## src/rtl/alt_deser_pkg.sv

```systemverilog
// Package: shared types of the alternating-clock byte deserializer.
// Assumes: nothing beyond IEEE 1800-2017.
package alt_deser_pkg;

    // Phase of the per-byte sequencer.
    typedef enum logic [1:0] {
        SEQ_BITS      = 2'd0,   // collecting alternating captures
        SEQ_WAIT_HIGH = 2'd1,   // all captures in, waiting for line A high
        SEQ_END_WAIT  = 2'd2    // closing pattern armed, waiting for both high
    } seq_state_t;

endpackage

```

## src/rtl/alt_edge_detect.sv

```systemverilog
// Module: falling-edge detector for a bundle of already synchronized lines.
// Does:    flags, per line, a high-to-low change between consecutive samples.
// Assumes: inputs are synchronous to clk; flags are forced low while not armed.
module alt_edge_detect #(
    parameter int LINES = 2
) (
    input  logic             clk,
    input  logic             rst_n,
    input  logic             arm,
    input  logic [LINES-1:0] lvl,
    output logic [LINES-1:0] fall
);

    logic [LINES-1:0] prev_q;

    // Keep the previous sample of every line.
    always_ff @(posedge clk) begin
        if (!rst_n) prev_q <= '0;
        else        prev_q <= lvl;
    end

    // One detector per line.
    for (genvar g = 0; g < LINES; g++) begin : g_line
        assign fall[g] = arm & prev_q[g] & ~lvl[g];
    end

endmodule

```

## src/rtl/alt_bit_sequencer.sv

```systemverilog
// Module: per-byte capture sequencer.
// Does:    enforces strict A/B alternation, shifts bits MSB first, handles the
//          lead-in edge, the byte completion wait and the closing pattern.
//          Raises single-cycle event flags (combinational) for the top level.
// Assumes: BYTE_W is even; fall flags come from the same samples as lvl_*.
module alt_bit_sequencer
    import alt_deser_pkg::*;
#(
    parameter int BYTE_W = 8
) (
    input  logic              clk,
    input  logic              rst_n,
    input  logic              active,
    input  logic              lvl_a,
    input  logic              lvl_b,
    input  logic              fall_a,
    input  logic              fall_b,
    output logic [BYTE_W-1:0] data_o,
    output logic              byte_done_o,
    output logic              end_hit_o,
    output logic              err_hit_o
);

    localparam int HALF  = BYTE_W / 2;
    localparam int CNT_W = $clog2(HALF + 1);
    localparam logic [CNT_W-1:0] LAST_B = CNT_W'(HALF - 1);
    localparam logic [CNT_W-1:0] ONE    = CNT_W'(1);

    seq_state_t        state_q, state_d;
    logic [CNT_W-1:0]  cnt_a_q, cnt_a_d;
    logic [CNT_W-1:0]  cnt_b_q, cnt_b_d;
    logic              lead_q, lead_d;
    logic [BYTE_W-1:0] shift_q, shift_d;
    logic              done_c, end_c, err_c;

    // Next-state decision for one sample of both lines.
    always_comb begin
        state_d = state_q;
        cnt_a_d = cnt_a_q;
        cnt_b_d = cnt_b_q;
        lead_d  = lead_q;
        shift_d = shift_q;
        done_c  = 1'b0;
        end_c   = 1'b0;
        err_c   = 1'b0;

        unique case (state_q)
            SEQ_BITS: begin
                if (fall_a && fall_b) begin
                    err_c = 1'b1;
                end else if (fall_a) begin
                    if (cnt_a_q == cnt_b_q) begin
                        shift_d = {shift_q[BYTE_W-2:0], lvl_b};
                        cnt_a_d = cnt_a_q + ONE;
                    end else if (cnt_a_q == ONE && cnt_b_q == '0
                                 && !shift_q[0] && !lvl_b) begin
                        state_d = SEQ_END_WAIT;
                    end else begin
                        err_c = 1'b1;
                    end
                end else if (fall_b) begin
                    if (cnt_a_q == cnt_b_q + ONE) begin
                        shift_d = {shift_q[BYTE_W-2:0], lvl_a};
                        cnt_b_d = cnt_b_q + ONE;
                        if (cnt_b_q == LAST_B) state_d = SEQ_WAIT_HIGH;
                    end else if (cnt_a_q == '0 && cnt_b_q == '0
                                 && lvl_a && !lead_q) begin
                        lead_d = 1'b1;
                    end else begin
                        err_c = 1'b1;
                    end
                end
            end
            SEQ_WAIT_HIGH: begin
                if (lvl_a) done_c = 1'b1;
            end
            SEQ_END_WAIT: begin
                if (lvl_a && lvl_b)        end_c = 1'b1;
                else if (fall_a || fall_b) err_c = 1'b1;
            end
            default: err_c = 1'b1;
        endcase

        // Every event, or an inactive frame, starts a fresh byte.
        if (done_c || end_c || err_c || !active) begin
            state_d = SEQ_BITS;
            cnt_a_d = '0;
            cnt_b_d = '0;
            lead_d  = 1'b0;
            shift_d = (done_c && active) ? shift_q : '0;
        end
    end

    // Sequencer registers.
    always_ff @(posedge clk) begin
        if (!rst_n) begin
            state_q <= SEQ_BITS;
            cnt_a_q <= '0;
            cnt_b_q <= '0;
            lead_q  <= 1'b0;
            shift_q <= '0;
        end else begin
            state_q <= state_d;
            cnt_a_q <= cnt_a_d;
            cnt_b_q <= cnt_b_d;
            lead_q  <= lead_d;
            shift_q <= shift_d;
        end
    end

    assign data_o      = shift_q;
    assign byte_done_o = done_c & active;
    assign end_hit_o   = end_c & active;
    assign err_hit_o   = err_c & active;

endmodule

```

## src/rtl/alt_byte_deser.sv

```systemverilog
// Module: alternating-clock byte deserializer, top level.
// Does:    detects line edges, runs the capture sequencer and registers the
//          byte, valid, end and error strobes; closes itself after an end
//          or an error until the enable has been dropped.
// Assumes: line inputs already synchronized; frame_en_i from a start detector.
module alt_byte_deser #(
    parameter int BYTE_W = 8
) (
    input  logic              clk,
    input  logic              rst_n,
    input  logic              frame_en_i,
    input  logic              line_a_i,
    input  logic              line_b_i,
    output logic [BYTE_W-1:0] byte_o,
    output logic              byte_valid_o,
    output logic              end_pulse_o,
    output logic              frame_error_o
);

    logic              closed_q;
    logic              active;
    logic [1:0]        fall;
    logic [BYTE_W-1:0] data;
    logic              byte_done, end_hit, err_hit;

    assign active = frame_en_i & ~closed_q;

    alt_edge_detect #(.LINES(2)) u_edge (
        .clk  (clk),
        .rst_n(rst_n),
        .arm  (active),
        .lvl  ({line_b_i, line_a_i}),
        .fall (fall)
    );

    alt_bit_sequencer #(.BYTE_W(BYTE_W)) u_seq (
        .clk        (clk),
        .rst_n      (rst_n),
        .active     (active),
        .lvl_a      (line_a_i),
        .lvl_b      (line_b_i),
        .fall_a     (fall[0]),
        .fall_b     (fall[1]),
        .data_o     (data),
        .byte_done_o(byte_done),
        .end_hit_o  (end_hit),
        .err_hit_o  (err_hit)
    );

    // Output strobes, byte holding register and frame-closed flag.
    always_ff @(posedge clk) begin
        if (!rst_n) begin
            byte_o        <= '0;
            byte_valid_o  <= 1'b0;
            end_pulse_o   <= 1'b0;
            frame_error_o <= 1'b0;
            closed_q      <= 1'b0;
        end else begin
            byte_valid_o  <= byte_done;
            end_pulse_o   <= end_hit;
            frame_error_o <= err_hit;
            if (byte_done) byte_o <= data;
            closed_q      <= frame_en_i & (closed_q | end_hit | err_hit);
        end
    end

endmodule

```

## config.mk

```make
export PLATFORM = sky130hd
export DESIGN_NAME = alt_byte_deser
export DESIGN_NICKNAME = d
export VERILOG_FILES = /design/src/rtl/alt_deser_pkg.sv /design/src/rtl/alt_edge_detect.sv /design/src/rtl/alt_bit_sequencer.sv /design/src/rtl/alt_byte_deser.sv
export SDC_FILE = /design/constraint.sdc
export NUM_CORES = 1
export LEC_CHECK = 0
export ABC_AREA = 1
export BUFFER_PORTS_ARGS = -buffer_cell sky130_fd_sc_hd__buf_2
export CAP_MARGIN = 10
export CELL_PAD_IN_SITES_DETAIL_PLACEMENT = 1
export CELL_PAD_IN_SITES_GLOBAL_PLACEMENT = 2
export CORE_MARGIN = 2
export CORE_UTILIZATION = 30
export DETAILED_ROUTE_END_ITERATION = 8
export GPL_TIMING_DRIVEN = 0
export PLACE_DENSITY = 0.83
export SYNTH_ARGS = -nofsm -noshare
export SYNTH_HDL_FRONTEND = slang
export SYNTH_SLANG_ARGS = --single-unit
export TNS_END_PERCENT = 30
```

## constraint.sdc

```tcl
create_clock -name clk -period 2.25 [get_ports clk]
set_clock_uncertainty 0.05 [all_clocks]
set_input_delay 0.45 -clock clk [delete_from_list [all_inputs] [get_ports clk]]
set_output_delay 0.45 -clock clk [all_outputs]
set_load 0.02 [all_outputs]
```

==> reports/summary.log, run 1 <==
INFO  pwr            power.static_leakage=0.862nW
INFO  pwr            power.density=584nW/um^2
INFO  sta            setup_viol=0
INFO  synth          synth.cell_area=1580um^2
INFO  die            die_w=76.6um
INFO  worst_setup_path crit_path_frequent_cell=sky130_fd_sc_hd__nand2_1
INFO  drt            drc=0
INFO  clock_tree     htreeDepth=2
INFO  synth          ffs_latches_synth=31
INFO  global_routing global_route.overflow_total=0
INFO  finish         leading_cell_type_in_the_layout_fill_and_taps_excluded=sky130_fd_sc_hd__nand2_1
INFO  clock_tree     cts-buffers-inserted=5
INFO  die            floorplan.die.height=76.6um
INFO  synth          syn_area_per_cell=7.32um^2
INFO  pwr            pwr-share-clk=0.405
INFO  synth          yosysUniqueCellTypes=26
INFO  worst_hold_path min-delay-path-class=input pin to flop
INFO  global_routing number_of_global_route_vias_before_repair=1510
INFO  die            start_util=0.309
INFO  worst_setup_path cp-end-kind=flop
INFO  global_routing first_pass_grt_wire_length=7.06mm
INFO  synth          syn-instance-count=216
INFO  worst_setup_path critPathSlowestCell=sky130_fd_sc_hd__dfxtp_1
INFO  worst_setup_path startpoint_types=flop
INFO  die            ports_placed_on_the_boundary=16
INFO  drt            vias=1482
INFO  sta            fin_tns_setup=0ns
INFO  clock_tree     cts_max_path_buffers=2
INFO  die            design.core.area=5110um^2
INFO  clock_tree     clock_tree_from_tritoncts=yes
INFO  placed_design  place.detailed.instances=301
INFO  synth          syn_nets=227
INFO  pwr            p_sw_frac=0.280
INFO  worst_setup_path critPathKind=flop to flop
INFO  sta            fmaxAchievable=0.476GHz
INFO  finish         drive_gt1_frac=0.212
INFO  clock_tree     cts-root-buf=sky130_fd_sc_hd__clkbuf_8
INFO  clock_tree     worst_skew_pair.late_latency=0.29ns
INFO  finish         num-nets-final=255
INFO  die            die_area=5860um^2
INFO  die            rows=26
INFO  sta            slew_at_the_pin_closest_to_its_max_slew_limit=0.606ns
INFO  drt            post_drt_via_cell_ratio=4.70
INFO  placed_design  gp_routability_congestion=0.826
INFO  global_routing gr-usage-all-layers=0.152
INFO  sta            worst_slew_margin_rel=0.593
INFO  worst_setup_path timing.critical_path.slowest_cell_delay=0.37ns
INFO  finish         finalCoreUtilization=0.378
INFO  sta            hold_viol_final=0
INFO  pwr            internal_power=0.812mW
INFO  synth          ys.warnings.count=0
INFO  worst_setup_path path_max_fanout=8
INFO  pwr            netSwitchingPower=0.316mW
INFO  finish         post_layout_nonfiller_instances=315
INFO  pwr            comb_power_share=0.092
INFO  finish         highest_count_cells_in_the_layout_ignoring_fill_and_taps=sky130_fd_sc_hd__nand2_1 (41), sky130_fd_sc_hd__nor2_1 (33), sky130_fd_sc_hd__dfxtp_1 (31)
INFO  placed_design  place_area=1740um^2
INFO  pwr            peakVddDrop=0.000349V
INFO  clock_tree     cts.reportedPaths.clkPinSlew=0.07ns
INFO  finish         summed_area_of_non_filler_cells_in_the_final_layout=1930um^2
INFO  sta            final.period_utilization=0.935
INFO  drt            drt_pre_antenna_iters=4
INFO  finish         antennaDiodeCount=0
INFO  synth          ys_top_cells_by_area=sky130_fd_sc_hd__dfxtp_1 (39%), sky130_fd_sc_hd__nand2_1 (10%), sky130_fd_sc_hd__nor2_1 (7.8%)
INFO  finish         area_growth_syn_to_layout=22.2%
INFO  drt            detailedRoute.firstIterationViolations=43
INFO  run_status     run_status=complete, no violations
INFO  worst_setup_path crit_required=2.38ns
INFO  placed_design  dp_hpwl=2.94mm
INFO  synth          netlist.area_leader.share=0.393
INFO  sta            slew_violations=0
INFO  placed_design  port_buffers=15
INFO  pwr            totalPowerFinal=1.13mW
INFO  global_routing largest_net_degree_at_the_start_of_global_routing=12
INFO  worst_setup_path cp_data_arrival_time=2.23ns
INFO  worst_setup_path cp_cell_sequence=inv_1 > ha_1 > xnor2_2 > nand3_4 > nand2_1 > nand3_2 > nand2_4 > nand4_4 > nand2_4 > nand2_1 > nand2_1 > nor2_1
INFO  synth          synth_top_area_cell=sky130_fd_sc_hd__dfxtp_1
INFO  global_routing grt_antenna_before_repair=0
INFO  drt            drt_wl_total=4.22mm
INFO  run            max_cap_violations=0
INFO  drt            routed_wire_length_per_instance=13.4um
INFO  drt            detail-route-antenna-nets=0
INFO  clock_tree     cts.sinks=31
INFO  pwr            power.share.sequential=0.504
INFO  synth          yosysSeqAreaShare=0.393
INFO  sta            finalWorstPathRequiredPeriod=2.10ns
[area by class of cell]
cell class                 instances  area (um^2)
buffer                             2         12.5
clock buffer                       5         68.8
clock inverter                     3         20.0
fill                             674         3180
inverter                          32          120
multi-input combinational        153          896
sequential                        31          621
tap                               70         87.6
timing repair buffer              19          105
[what timing repair did]
| action | in CTS | in global routing |
|---|---|---|
| endpoints found under the setup margin | 17 | 17 |
| resized for setup | 2 | 8 |
| hold buffers | 0 | 0 |
| hold endpoints to repair | 0 | 0 |
| gates cloned | 0 | 2 |
| setup buffers | 0 | 4 |
| pin swaps | 0 | 1 |
[layer usage]
metal	routed length, um	GRT usage	vias to the layer above
li1	-	-	751
met1	2030	0.188	711
met2	2030	0.252	13
met3	99	0.0450	7
met4	63	0.0491	0
met5	0	0	-
[cells by family after synthesis]
family | synth area share
flops | 0.393
xor+xnor | 0.0333
buf+inv | 0.0839
fa+ha+maj | 0.0475
simple gates | 0.351
compound gates | 0.0919
[critical path, delay by kind of cell (launching register included)]
kind / cells / cell delay [ns]
AND/OR/NAND/NOR: 9 / 0.92
flip-flops: 1 / 0.37
adder cells (fa/ha/maj): 1 / 0.35
XOR/XNOR: 1 / 0.21
buffers and inverters: 1 / 0.09
[state kept, by name (all words and copies together), names as in the netlist]
signal and flops:
u_seq.cnt_a_q 3, byte_valid_o 1, u_seq.cnt_b_q 3, u_edge.prev_q 2
u_seq.data_o 8, closed_q 1, u_seq.lead_q 1, frame_error_o 1
end_pulse_o 1, u_seq.state_q 2, byte_o 8
[worst paths after layout]
check / slack [ns] / depth (start not counted) / from / end
worst max-delay path: 0.15 / 12 / u_seq.cnt_b_q[0]$_SDFFE_PP0P_ / u_seq.data_o[3]$_SDFFE_PN0P_
worst max register to register: 0.15 / 12 / u_seq.cnt_b_q[0]$_SDFFE_PP0P_ / u_seq.data_o[3]$_SDFFE_PN0P_
worst min register to register: 0.41 / 2 / u_seq.lead_q$_SDFFE_PP0P_ / u_seq.lead_q$_SDFFE_PP0P_
worst min-delay path: 0.33 / 3 / line_b_i / u_edge.prev_q[1]$_SDFF_PN0_
[stage by stage]
step | setup slack, ns | hold slack [ns]
floorplan | 0.325 | 0.379
global placement | 0.00649 | 0.396
detailed placement | -0.0327 | 0.402
CTS | 0.0414 | 0.335
global route | -0.000541 | 0.366
finish | 0.147 | 0.334
[Yosys cell counts (all sizes together)]
master  instances
nand2          46
nor2           35
dfxtp          31
inv            31
nand3          19
a21oi          13
o21ai          11
nand4          10
ha              6
xnor2           3
xor2            3
buf             2
nor3            2
a31oi           1
clkinv          1
nor4            1
o211ai          1
[power groups by stage]
stage | combinational (mW) | sequential [mW] | clock (mW)
after global routing | 0.119 | 0.569 | 0.501
after floorplan | 0.0686 | 0.579 | 0
after global placement | 0.0944 | 0.580 | 0
after CTS | 0.0975 | 0.568 | 0.463
after detailed placement | 0.0955 | 0.581 | 0
final | 0.104 | 0.568 | 0.456
(Power assumes the default switching activity.)
==> run 2, diff against run 1 <==
CORE_UTILIZATION = 33   (was 30)
GPL_TIMING_DRIVEN = default   (was 0)
PLACE_DENSITY = 0.89   (was 0.83)
==> run 2 against run 1 <==
Net effect:
- cell area fell by 3.1%
- routed wire length fell by 7.7%
- worst hold slack worse by 0.0044 ns
- cell count is 5.1% lower
- critical path type unchanged
- critical endpoint is now u_seq.data_o[4]$_SDFFE_PN0P_
- largest power group unchanged
- global-route usage is 0.37 points higher
- via count is 2.8% lower
- maximum frequency is 0.20% lower
- combinational power about the same
==> reports/summary.log, run 2 (synthesized netlist as in run 1, its figures left out) <==
INFO  run_status     run_status=complete, no violations
INFO  pwr            power.static_leakage=0.866nW
INFO  sta            finalWorstPathRequiredPeriod=2.11ns
INFO  finish         finalCoreUtilization=0.401
INFO  worst_setup_path ff2ff_path_depth=13
INFO  sta            fin_tns_setup=0ns
INFO  clock_tree     worst_skew_pair.late_latency=0.28ns
INFO  pwr            pwr-share-clk=0.385
INFO  sta            slew_violations=0
INFO  worst_setup_path cp-end-kind=flop
INFO  worst_setup_path r2r-end=u_seq.data_o[4]$_SDFFE_PN0P_
INFO  sta            slew_at_the_pin_closest_to_its_max_slew_limit=0.345ns
INFO  finish         num-nets-final=255
INFO  drt            drt_pre_antenna_iters=4
INFO  worst_setup_path timing.critical_path.slowest_cell_delay=0.33ns
INFO  finish         drive_gt1_frac=0.188
INFO  die            die_area=5360um^2
INFO  sta            hold_viol_final=0
INFO  sta            fmaxAchievable=0.475GHz
INFO  worst_setup_path path_max_fanout=5
INFO  worst_setup_path critPathSlowestCell=sky130_fd_sc_hd__dfxtp_1
INFO  drt            detail-route-antenna-nets=0
INFO  placed_design  gp_routability_congestion=0.835
INFO  finish         area_growth_syn_to_layout=18.4%
INFO  global_routing grt_antenna_before_repair=0
INFO  pwr            peakVddDrop=0.000276V
INFO  clock_tree     cts-buffers-inserted=5
INFO  worst_hold_path min_from=line_b_i
INFO  worst_setup_path timing.rr.start=u_seq.cnt_b_q[0]$_SDFFE_PP0P_
INFO  finish         summed_area_of_non_filler_cells_in_the_final_layout=1870um^2
INFO  placed_design  port_buffers=15
INFO  worst_setup_path startpoint_types=flop
INFO  global_routing first_pass_grt_wire_length=6.38mm
INFO  sta            worst_slew_margin_rel=0.769
INFO  die            start_util=0.339
INFO  worst_hold_path hold_path_endpoint=u_edge.prev_q[1]$_SDFF_PN0_
INFO  pwr            power.share.sequential=0.522
INFO  sta            setup_viol=0
INFO  clock_tree     cts-root-buf=sky130_fd_sc_hd__clkbuf_8
INFO  placed_design  dp_hpwl=2.92mm
INFO  clock_tree     cts.sinks=31
INFO  pwr            comb_power_share=0.093
INFO  worst_setup_path crit_path_frequent_cell=sky130_fd_sc_hd__nand2_1
INFO  pwr            internal_power=0.813mW
INFO  worst_setup_path cp_data_arrival_time=2.23ns
INFO  worst_hold_path min-delay-path-class=input pin to flop
INFO  worst_setup_path cp_cell_sequence=ha_1 > ha_1 > inv_1 > nand2_1 > nand2_1 > nand3_2 > nand2_1 > nand3_1 > nand4_4 > buf_4 > nand3_1 > nand2_1 > nor2_1
INFO  drt            post_drt_via_cell_ratio=4.82
INFO  run            max_cap_violations=0
INFO  drt            drt_wl_total=3.90mm
INFO  clock_tree     cts_max_path_buffers=2
INFO  drt            drc=0
INFO  placed_design  place.detailed.instances=286
INFO  finish         post_layout_nonfiller_instances=299
INFO  clock_tree     clock_tree_from_tritoncts=yes
INFO  worst_hold_path min_path_cells=3
INFO  global_routing gr-usage-all-layers=0.156
INFO  placed_design  place_area=1730um^2
INFO  pwr            netSwitchingPower=0.277mW
INFO  die            rows=25
INFO  drt            routed_wire_length_per_instance=13.0um
INFO  global_routing number_of_global_route_vias_before_repair=1355
INFO  die            floorplan.die.height=73.2um
INFO  pwr            p_sw_frac=0.254
INFO  global_routing global_route.overflow_total=0
INFO  pwr            power.density=583nW/um^2
INFO  finish         antennaDiodeCount=0
INFO  finish         leading_cell_type_in_the_layout_fill_and_taps_excluded=sky130_fd_sc_hd__nand2_1
INFO  drt            detailedRoute.firstIterationViolations=38
INFO  sta            final.period_utilization=0.937
INFO  global_routing largest_net_degree_at_the_start_of_global_routing=17
INFO  worst_setup_path critPathKind=flop to flop
INFO  finish         highest_count_cells_in_the_layout_ignoring_fill_and_taps=sky130_fd_sc_hd__nand2_1 (42), sky130_fd_sc_hd__nor2_1 (33), sky130_fd_sc_hd__dfxtp_1 (31)
INFO  clock_tree     cts.reportedPaths.clkPinSlew=0.07ns
INFO  worst_setup_path crit_required=2.38ns
INFO  drt            vias=1441
INFO  die            die_w=73.2um
INFO  clock_tree     htreeDepth=2
INFO  worst_setup_path rrSetupSlack=0.14ns
INFO  die            design.core.area=4660um^2
INFO  die            ports_placed_on_the_boundary=16
## run 2: how the worst max path moves through the flow
| stage | startpoint | end | cells after the start |
|---|---|---|---|
| 6_report | u_seq.cnt_b_q[0]$_SDFFE_PP0P_ | u_seq.data_o[4]$_SDFFE_PN0P_ | 13 |
| 3_3_place_gp | u_seq.cnt_b_q[0]$_SDFFE_PP0P_ | u_seq.data_o[7]$_SDFFE_PN0P_ | 14 |
| 3_5_place_dp | u_seq.cnt_b_q[0]$_SDFFE_PP0P_ | u_seq.data_o[3]$_SDFFE_PN0P_ | 14 |
| 4_1_cts | u_seq.cnt_b_q[0]$_SDFFE_PP0P_ | u_seq.data_o[3]$_SDFFE_PN0P_ | 14 |
| 2_1_floorplan | u_seq.cnt_b_q[0]$_SDFFE_PP0P_ | u_seq.data_o[0]$_SDFFE_PN0P_ | 14 |
| 5_1_grt | u_seq.cnt_b_q[0]$_SDFFE_PP0P_ | u_seq.data_o[2]$_SDFFE_PN0P_ | 12 |
## run 2: per-stage QoR
step	hold slack (ns)	setup WS, ns	power [mW]
final	0.329	0.143	1.09
after global routing	0.335	-0.0270	1.14
after CTS	0.327	0.0431	1.10
after detailed placement	0.399	0.0468	0.675
after global placement	0.393	0.146	0.673
after floorplan	0.379	0.325	0.647
## run 2: worst max-delay path, delay by kind of cell (launching register included)
| kind | cells | cell delay, ns |
|---|---|---|
| DFF | 1 | 0.33 |
| adders and majority gates | 2 | 0.48 |
| and+or+nand+nor | 9 | 0.94 |
| buffers and inverters | 2 | 0.20 |
## run 2: routing by layer
metal	wire (um)	GRT usage	vias to the layer above
met5	0	0	-
met4	51	0.0535	0
met3	93	0.0414	6
met2	1840	0.235	18
met1	1910	0.213	662
li1	-	-	755
## run 2: power groups by stage
stage | logic (mW) | clock network, mW | registers, mW
floorplan | 0.0686 | 0 | 0.579
global placement | 0.0926 | 0 | 0.580
detailed placement | 0.0942 | 0 | 0.581
CTS | 0.0948 | 0.433 | 0.569
global route | 0.117 | 0.456 | 0.570
finish | 0.101 | 0.420 | 0.569
## run 2: layout make-up
class,instances,area (um^2)
inverter,32,120
multi-input combinational,153,861
clock buffer,7,76.3
fill,589,2790
clock inverter,1,5.00
timing repair buffer,21,120
sequential,31,621
tap,54,67.6
## run 2: what timing repair did
action	CTS	global route
endpoints found under the setup margin	0	17
buffers inserted	0	3
gates resized for setup	0	4
hold buffers	0	0
==> run 3, diff against run 2 <==
CORE_UTILIZATION = 30   (was 33)
PLACE_DENSITY = 0.85   (was 0.89)
SYNTH_HIERARCHICAL = 1   (was default)
clock period = 1.7 ns   (was 2.25 ns; I/O delays follow)
==> run 3 against run 2 <==
Net effect:
- the run now ends with negative setup slack left
- routed wire length rose by 18%
- power rose by 40%
- non-clock buffer count rose by 28
- synthesized cell count rose by 13%
- cell count rose by 22%
==> reports/summary.log, run 3 <==
INFO  clock_tree     cts-root-buf=sky130_fd_sc_hd__clkbuf_8
INFO  die            ports_placed_on_the_boundary=16
INFO  sta            hold_viol_final=0
INFO  synth          yosysSeqAreaShare=0.355
INFO  worst_setup_path cpLargestDelayFamily=simple AND/OR/NAND/NOR gates
INFO  synth          synth_enable_flop_cells=0
INFO  synth          syn-instance-count=245
INFO  sta            final_hold_slack=0.234ns
INFO  synth          ys.warnings.count=6
INFO  drt            detailedRoute.firstIterationViolations=40
INFO  synth          ffs_latches_synth=31
INFO  clock_tree     cts.hold.buffers_added=0
INFO  worst_setup_path cp_data_arrival_time=2.06ns
INFO  placed_design  dp_hpwl=3.33mm
INFO  synth          ys_top_cells_by_count=sky130_fd_sc_hd__nand2_1 (59), sky130_fd_sc_hd__nor2_1 (32), sky130_fd_sc_hd__dfxtp_1 (31), sky130_fd_sc_hd__inv_1 (31), sky130_fd_sc_hd__nand3_1 (16)
INFO  clock_tree     cts_max_path_buffers=2
INFO  sta            rsz0062_at_grt=true
INFO  drt            drt_wl_total=4.61mm
INFO  global_routing grt_antenna_before_repair=0
INFO  worst_setup_path crit_required=1.83ns
INFO  synth          synth_top_area_cell=sky130_fd_sc_hd__dfxtp_1
INFO  finish         finalCoreUtilization=0.424
INFO  global_routing first_pass_grt_wire_length=7.87mm
INFO  worst_setup_path timing.critical_path.slowest_cell_delay=0.36ns
INFO  finish         area_growth_syn_to_layout=35.3%
INFO  worst_setup_path cp_cell_sequence=ha_4 > ha_4 > inv_2 > nand2_2 > nand2_2 > nand3_4 > nand2_2 > nand3_2 > nand2_4 > nand4_4 > clkbuf_16 > a21oi_2 > nor2_1
INFO  placed_design  place.detailed.instances=356
INFO  global_routing global_route.overflow_total=0
INFO  drt            wl_met3=87um
INFO  worst_setup_path startpoint_types=flop
INFO  sta            finalWorstPathRequiredPeriod=1.94ns
INFO  synth          synth.cell_area=1750um^2
INFO  worst_hold_path min-delay-path-class=input pin to flop
INFO  placed_design  gp_routability_congestion=0.866
INFO  finish         leading_cell_type_in_the_layout_fill_and_taps_excluded=sky130_fd_sc_hd__nand2_1
INFO  sta            fin_tns_setup=-3.26ns
INFO  synth          syn_area_per_cell=7.14um^2
INFO  die            design.core.area=5570um^2
INFO  clock_tree     cts-buffers-inserted=5
INFO  placed_design  port_buffers=15
INFO  drt            vias=1681
INFO  finish         drive_gt1_frac=0.371
INFO  drt            post_drt_via_cell_ratio=4.59
INFO  sta            setup_viol=19
INFO  worst_setup_path critPathKind=flop to flop
INFO  clock_tree     clock_tree_from_tritoncts=yes
INFO  finish         post_layout_nonfiller_instances=366
INFO  worst_hold_path min_path_cells=3
INFO  drt            drc=0
INFO  clock_tree     cts.reportedPaths.clkPinSlew=0.06ns
INFO  drt            top_signal_layer_used=met4
INFO  sta            slew_violations=0
INFO  worst_setup_path cp_num_cells=13
INFO  run_status     run_status=finished with violations
INFO  die            floorplan.die.height=80.4um
INFO  synth          ys_top_cells_by_area=sky130_fd_sc_hd__dfxtp_1 (35%), sky130_fd_sc_hd__nand2_1 (13%), sky130_fd_sc_hd__nor2_1 (6.9%)
INFO  sta            slew_at_the_pin_closest_to_its_max_slew_limit=0.716ns
INFO  clock_tree     worst_skew_pair.late_latency=0.28ns
INFO  drt            drt_pre_antenna_iters=4
INFO  sta            fmaxAchievable=0.516GHz
INFO  die            die_w=80.4um
INFO  global_routing gr-usage-all-layers=0.157
INFO  worst_setup_path crit_path_frequent_cell=sky130_fd_sc_hd__nand2_2
INFO  drt            detail-route-antenna-nets=0
INFO  synth          syn_nets=256
INFO  die            start_util=0.314
INFO  drt            detailroute.wirelength.met2=2.31mm
INFO  finish         num-nets-final=305
INFO  worst_setup_path critPathSlowestCell=sky130_fd_sc_hd__dfxtp_4
INFO  worst_setup_path path_max_fanout=8
INFO  pwr            power.static_leakage=1.07nW
INFO  global_routing number_of_global_route_vias_before_repair=1724
INFO  run            max_cap_violations=0
INFO  finish         highest_count_cells_in_the_layout_ignoring_fill_and_taps=sky130_fd_sc_hd__nand2_1 (54), sky130_fd_sc_hd__nor2_1 (31), sky130_fd_sc_hd__buf_4 (30)
INFO  worst_setup_path cp-end-kind=flop
INFO  global_routing largest_net_degree_at_the_start_of_global_routing=18
INFO  pwr            power.density=644nW/um^2
INFO  worst_setup_path ff2ff_path_depth=13
INFO  sta            worst_slew_margin_rel=0.522
INFO  pwr            peakVddDrop=0.000313V
INFO  finish         antennaDiodeCount=0
INFO  synth          yosysUniqueCellTypes=27
INFO  sta            layout_setup_ws=-0.237ns
INFO  die            rows=27
INFO  placed_design  dpl_worst_slack=-0.346ns
INFO  clock_tree     cts.sinks=31
INFO  synth          yosysMostFrequentCell=sky130_fd_sc_hd__nand2_1
INFO  synth          ys_async_sr_fraction=0
INFO  worst_setup_path cp.buffers_inverters=2
INFO  drt            routed_wire_length_per_instance=12.6um
INFO  die            die_area=6460um^2
INFO  sta            final.period_utilization=1.14
INFO  synth          netlist.area_leader.share=0.355
INFO  run_status     violations_in_the_final_reports=negative setup slack
INFO  drt            detail_route.wirelength.met1=2.15mm
INFO  synth          postSynth.topFlopCell=sky130_fd_sc_hd__dfxtp_1
INFO  clock_tree     htreeDepth=2
## run 3: cell count changes in the layout (fill, tap and decap cells not counted), sizes merged, moves of 5 or more
| cell | previous run | this run |
|---|---|---|
| a21oi | 13 | 18 |
| buf | 21 | 48 |
| inv | 31 | 36 |
| nand2 | 47 | 62 |
| nor2 | 35 | 40 |
| o21ai | 11 | 4 |
## run 3: worst reg2reg max path, delay by kind of cell, from the launching register on
family                     cells  cell delay (ns)
and+or+nand+nor                8             0.66
buffers and inverters          2             0.27
DFF                            1             0.36
AOI/OAI and AO/OA              1             0.12
adders and majority gates      2             0.38
## run 3: path summary, 6_finish.rpt
path,start,endpoint,slack (ns)
min reg2reg,byte_o[6]$_SDFFE_PN0P_,byte_o[6]$_SDFFE_PN0P_,0.42
max reg2reg,u_seq/cnt_b_q[0]$_SDFFE_PP0P_,u_seq/data_o[0]$_SDFFE_PN0P_,-0.24
min,frame_en_i,closed_q$_SDFF_PN0_,0.23
max,u_seq/cnt_b_q[0]$_SDFFE_PP0P_,u_seq/data_o[0]$_SDFFE_PN0P_,-0.24
## run 3: power by group
group / total, mW / switching (mW) / internal [mW]
clock network: 0.592 / 0.275 / 0.317
logic: 0.178 / 0.0979 / 0.0798
registers: 0.754 / 0.0144 / 0.740
total: 1.52 / 0.387 / 1.14
## run 3: timing repair
action / in CTS / in global routing
setup endpoints to repair: 19 / 19
setup buffers: 0 / 1
pin swaps: 1 / 8
cloned: 1 / 1
resized for setup: 2 / 13
## run 3: layout make-up
| type | instances | area, um^2 |
|---|---|---|
| multi-input combinational | 171 | 1040 |
| inverter | 36 | 135 |
| clock inverter | 1 | 5.00 |
| sequential | 31 | 628 |
| timing repair buffer | 49 | 385 |
| tap | 72 | 90.1 |
| clock buffer | 6 | 82.6 |
| fill | 711 | 3210 |
## run 3: cells by family (layout without fill, tap and decap cells)
group	Yosys count	in the layout	synth area share
adders and majority gates	6	6	0.0429
AOI/OAI and AO/OA	23	23	0.0865
xor gates and xnor gates	2	2	0.0100
and+or+nand+nor	139	140	0.388
buffers and inverters	44	92	0.117
DFF	31	31	0.355
## run 3: layer usage
metal | track usage | vias to the layer above
met5 | 0 | -
met4 | 0.0559 | 0
met3 | 0.0303 | 6
met2 | 0.271 | 15
met1 | 0.194 | 783
li1 | - | 877
## run 3: through the flow
stage               instance area [um^2]  power, mW
global route                        2370       1.60
finish                              2370       1.52
global placement                    2170      0.927
floorplan                           1800      0.873
detailed placement                  2170      0.931
CTS                                 2280       1.54
